===== src/rtl/can_proto_status.sv =====
module can_proto_status #(
  parameter int CODE_W = 3,
  parameter int ACT_W  = 2
) (
  input  logic                            clk,
  input  logic                            rst_n,
  input  logic                            err_valid,
  input  logic [CODE_W-1:0]               err_code,
  input  logic                            err_fixed_stuff,
  input  logic                            xfer_ok,
  input  logic                            dphase_start,
  input  logic [ACT_W-1:0]                node_act,
  input  logic                            err_passive,
  input  logic                            cpu_rd,
  output logic [2*CODE_W+ACT_W:0]         status_word
);
  localparam logic [CODE_W-1:0] C_NONE  = '0;
  localparam logic [CODE_W-1:0] C_STUFF = CODE_W'(1);
  localparam logic [CODE_W-1:0] C_FORM  = CODE_W'(2);
  localparam logic [CODE_W-1:0] C_IDLE  = '1;

  logic [CODE_W-1:0] main_q, data_q;
  logic [ACT_W-1:0]  act_q;
  logic              ep_q, dp_q;

  wire err_hit = err_valid && (err_code != C_NONE) && (err_code != C_IDLE);
  wire hit     = err_hit || xfer_ok;
  wire [CODE_W-1:0] err_eff = (err_code == C_STUFF && err_fixed_stuff) ? C_FORM : err_code;
  wire [CODE_W-1:0] new_code = err_hit ? err_eff : C_NONE;

  always_ff @(posedge clk) begin
    if (!rst_n) begin
      main_q <= C_IDLE;
      data_q <= C_IDLE;
      dp_q   <= 1'b0;
      act_q  <= '0;
      ep_q   <= 1'b0;
    end else begin
      if (hit && !dp_q)      main_q <= new_code;
      else if (cpu_rd)       main_q <= C_IDLE;
      if (hit && dp_q)       data_q <= new_code;
      else if (cpu_rd)       data_q <= C_IDLE;
      dp_q  <= (dp_q && !hit) || dphase_start;
      act_q <= node_act;
      ep_q  <= err_passive;
    end
  end

  assign status_word = {data_q, ep_q, act_q, main_q};
endmodule



===== config.mk =====
export PLATFORM = sky130hd
export DESIGN_NAME = can_proto_status
export DESIGN_NICKNAME = d
export VERILOG_FILES = /design/src/rtl/can_proto_status.sv
export SDC_FILE = /design/constraint.sdc
export NUM_CORES = 1
export LEC_CHECK = 0
export ABC_AREA = 1
export BUFFER_PORTS_ARGS = -buffer_cell sky130_fd_sc_hd__buf_2
export CAP_MARGIN = 20
export CELL_PAD_IN_SITES_DETAIL_PLACEMENT = 0
export CELL_PAD_IN_SITES_GLOBAL_PLACEMENT = 1
export CORE_MARGIN = 10
export CORE_UTILIZATION = 28
export CTS_BUF_LIST = sky130_fd_sc_hd__clkbuf_8
export DETAILED_ROUTE_END_ITERATION = 12
export HOLD_SLACK_MARGIN = 0.08
export PLACE_DENSITY_LB_ADDON = 0.1
export SLEW_MARGIN = 20
export SYNTH_ARGS = -nofsm -noshare
export SYNTH_HDL_FRONTEND = slang
export SYNTH_SLANG_ARGS = --single-unit

===== constraint.sdc =====
create_clock -name clk -period 0.8 [get_ports clk]
set_input_delay 0.12 -clock clk [delete_from_list [all_inputs] [get_ports clk]]
set_output_delay 0.12 -clock clk [all_outputs]
set_load 0.05 [all_outputs]

# After elaboration in Yosys (flattened, before gate mapping)
# Cells that the tools add are included.
# W data, S select, Z words.
op_classes:
  muxes: 5
  reduce_logical: 13
  eq_ne: 2
op_table:
  columns: ["operator", "count"]
  rows:
  - ["$mux W3", 5]
  - ["$logic_and A1 B1 Y1", 6]
  - ["$reduce_bool A2 Y1", 2]
  - ["$eq A3 B1 Y1 const B", 1]
  - ["$ne A3 B3 Y1 const B", 1]
  - ["$reduce_bool A3 Y1", 1]
  - ["$logic_not A1 Y1", 2]
  - ["$logic_or A1 B1 Y1", 2]
word_totals:
  word_cells: 25
  output_inout_bits: 9
  register_bits: 10
  in_bits: 13

# Depth between registers and ports, before layout
logic_depth:
  ltp_word: 7
  depth_mapped: 8
  depth_no_buf: 8

# Worst setup path before layout
# No wires, ideal clock.
synth_timing:
  kind: "register -> register"
  start: "register data_q[0] (netlist name)"
  end: "register data_q[0]"
  path_buffers: 0
  setup_time_ps: 62
  required_time_ps: 738
  path_stages_with_launch: 5
  path_slack_ps: -112
  period_less_slack_ps: 912
  t_arrival_ps: 851
  cell_sequence: "dfxtp_1 inv_1 nand3_1 nand2_1 nand2_1"
synth_rtl:
  columns: ["element", "line", "rtl"]
  rows:
  - ["end signal, assigned", "41", "if (hit && dp_q) data_q <= new_code;"]
  - ["end, declared", "22", "logic [CODE_W-1:0] main_q, data_q;"]

# Worst setup path in the final report
layout_timing:
  start: "register main_q[2]"
  end: "output status_word[2]"
layout_rtl:
  columns: ["element", "line", "rtl"]
  rows:
  - ["start, declared", "22", null]
  - ["start signal, assigned", "39", "if (hit && !dp_q) main_q <= new_code;"]
  - ["end, declared", "15", "output logic [2*CODE_W+ACT_W:0] status_word"]
# No word-level cell between the ends.

==> summary.md <==
| Metric | Value |
|---|---|
| Status | finished, violations left |
| Failing checks | negative setup slack |
| CTS tree | yes |
| Setup_tns | -0.286 ns |
| Worst endpoint data arrival time | 0.73 ns |
| Synth Cell Area | 477 sq um |
| DP Worst Slack | -0.193 ns |
| CP max stage delay | 0.34 ns |
| Number of synthesized register bits | 10 |
| Total die area | 0.00375 sq mm |
| Synth area leaders | dfxtp_1 42%, nand3_1 16%, nand2_1 14% |
| Post-synth top area cell | dfxtp_1 |
| Asr flop ratio synth | 0% |
| CP Max Fanout | 2 |
| Crit end category | primary output |
| Initial antenna violation count | 0 |
| Avg Vias per Cell | 4.60 |
| Synth unique cells | 14 |
| Crit path required time | 0.68 ns |
| Unrepaired setup endpoints after global routing | yes |
| Peak supply drop | 1.32 mV |
| Initial Utilization | between 30% and 40% |
| Final WS setup | -0.0466 ns |
| Minimum clock period | 0.847 ns |
| Syn_nets | between 80 and 90 |
| Worst Path Buf+Inv | 1 |
| Seq/Total Area, Yosys | 42.0% |
| Share of post-route cells with drive strength above 1 | 52.5% |
| Top FF cell, synth | dfxtp_1 |
| Core area | 0.00156 sq mm |
| Die height | 61.3 um |
| Final period utilization | 106% |
| Largest net degree at the start of global routing | 11 |
| ANT cells | 0 |
| Iteration-0 DRC Markers | 12 |
| Synth Instances | 69 |
| Synth Area per Inst | 6.91 sq um |
| Worst Max-Slew Pin Slew | 0.215 ns |
| Root buffer cell | clkbuf_8 |
| Final instance area | between 800 and 900 sq um |
| CTS Buffer Depth | 2 |
| Pleak | 0.481 nW |
| Synth top cells by count | 18 x nand2_1, 15 x nand3_1, 14 x inv_1, 10 x dfxtp_1, 3 x nand2_2 |
| Most numerous cell in the Yosys netlist | nand2_1 |
| Synth Warn # | 0 |
| Num CTS Buffers | 3 |
| Wirelength per Cell | 12.1 um |
| Post-synth EDFFs | 0 |
| Clk pin slew, worst setup/hold paths | 0.05 ns |
| GP Congestion | 0.715 |
| Family with the most delay on the worst path | flip-flops |
| HPWL after DPL | 944 um |
| Htree depth | 1 |
| WL final | around 1400 um |
| Placed standard-cell area | 614 sq um |
| Die W | ~60 um |
| Via count | 529 |
| Crit path launch type | flop |
| Final hold violations | 0 |
| Global-route wire length before repair | 2040 um |
| Area Growth Syn to Fin | 82.7% |
| # IOs | 22 |
| WS Path Type | reg -> out |
| Skew final | between 0.0015 and 0.002 ns |
| 1st-pass router iterations | 4 |
| Slew Viols, Final | 0 |
| Post-route DRC violation count | 0 |
| FMAX | 1.18 GHz |
| Worst path cell trace | buf_8 |
| Port Buf Inserts | 21 |
| Clk_lat worst skew | ~0.24 ns |
| Post-Route Utilization | 55.9% |
| CP max-delay cell | dfxtp_2 |
| Final setup violation count | 10 |
| Worst Hold Class | in -> reg |
| # rows | 14 |
| Total Nets Final | 113 |
| DRT antenna net count | 0 |
| Post-synth top area share | about two fifths |
| Relative max-transition margin | 85.7% |
| Grt ovf | 0 |
| Vias in the first global route | between 400 and 500 |
| Max Cap Viol | 0 |
| Total track usage | 7.52% |
| Clock Sinks | 10 |
| PwrDens | 1850 mW/mm^2 |
-- report_power, final --
group | switching (W) | leakage (nW) | internal [W] | total, W
sequential | 0.0000292 | 0.0822 | 0.000537 | 0.000566
clock | 0.000203 | 0.0288 | 0.000433 | 0.000636
combinational | 0.000233 | 0.370 | 0.000180 | 0.000413
-- per-layer routing --
metal | global-route usage, % | part of all wire (%) | vias up
li1 | - | - | 270
met1 | 7.24 | 35 | 234
met2 | 12.3 | 53 | 21
met3 | 4.73 | 10 | 4
met4 | 3.91 | 1.2 | 0
met5 | 0 | 0 | -
-- cells in the final DEF (no fill, tap or decap), drive strengths merged --
cell         netlist  routed
o21a               1       1
dfxtp             10      10
nand3             16      16
nand2             22      22
inv               14      14
o21bai             1       1
dlygate4sd3        0       3
buf                1      25
clkbuf             1       4
a21oi              1       1
nor2               2       2
-- sequential cells by signal, indices dropped and copies added, names as in the netlist --
register	count
act_q	2
ep_q	1
data_q	3
main_q	3
dp_q	1
-- kinds of logic after synthesis --
family	share of synthesized area [%]
simple gates	40.4
flops	42.0
compound gates	4.20
buf+inv	13.4
-- area by class of cell --
cell class | instances | area (sq um)
fill | 159 | 688
multi-input combinational | 43 | 258
inverter | 14 | 55.1
sequential | 10 | 215
tap | 16 | 20.0
timing repair buffer | 28 | 268
clock buffer | 4 | 55.1
-- metrics by stage --
step / hold slack, ns / cells / total power [W]
final: 0.0905 / 115 / 0.00161
after global routing: 0.0970 / 115 / 0.00171
after CTS: 0.0894 / 113 / 0.00159
after detailed placement: 0.308 / 106 / 0.000863
after global placement: 0.300 / 106 / 0.000863
after floorplan: 0.218 / 69 / 0.000776
-- timing repair --
action,CTS,global route
cloned,0,0
setup buffers,0,2
pin swaps,1,9
hold buffers,3,0
endpoints found under the hold margin,3,0
gates resized for setup,31,15
setup endpoints to repair,12,15
-- worst paths after layout --
| path | start | slack [ns] | endpoint | cells past startpoint |
|---|---|---|---|---|
| worst max-delay path | main_q[2] | -0.05 | status_word[2] | 1 |
| worst min-delay path | dphase_start | 0.09 | dp_q | 2 |
| worst max register to register | dp_q | 0 | main_q[0] | 5 |
| worst min register to register | main_q[1] | 0.56 | main_q[1] | 4 |
No activity file was read; power rests on OpenSTA's default activity.
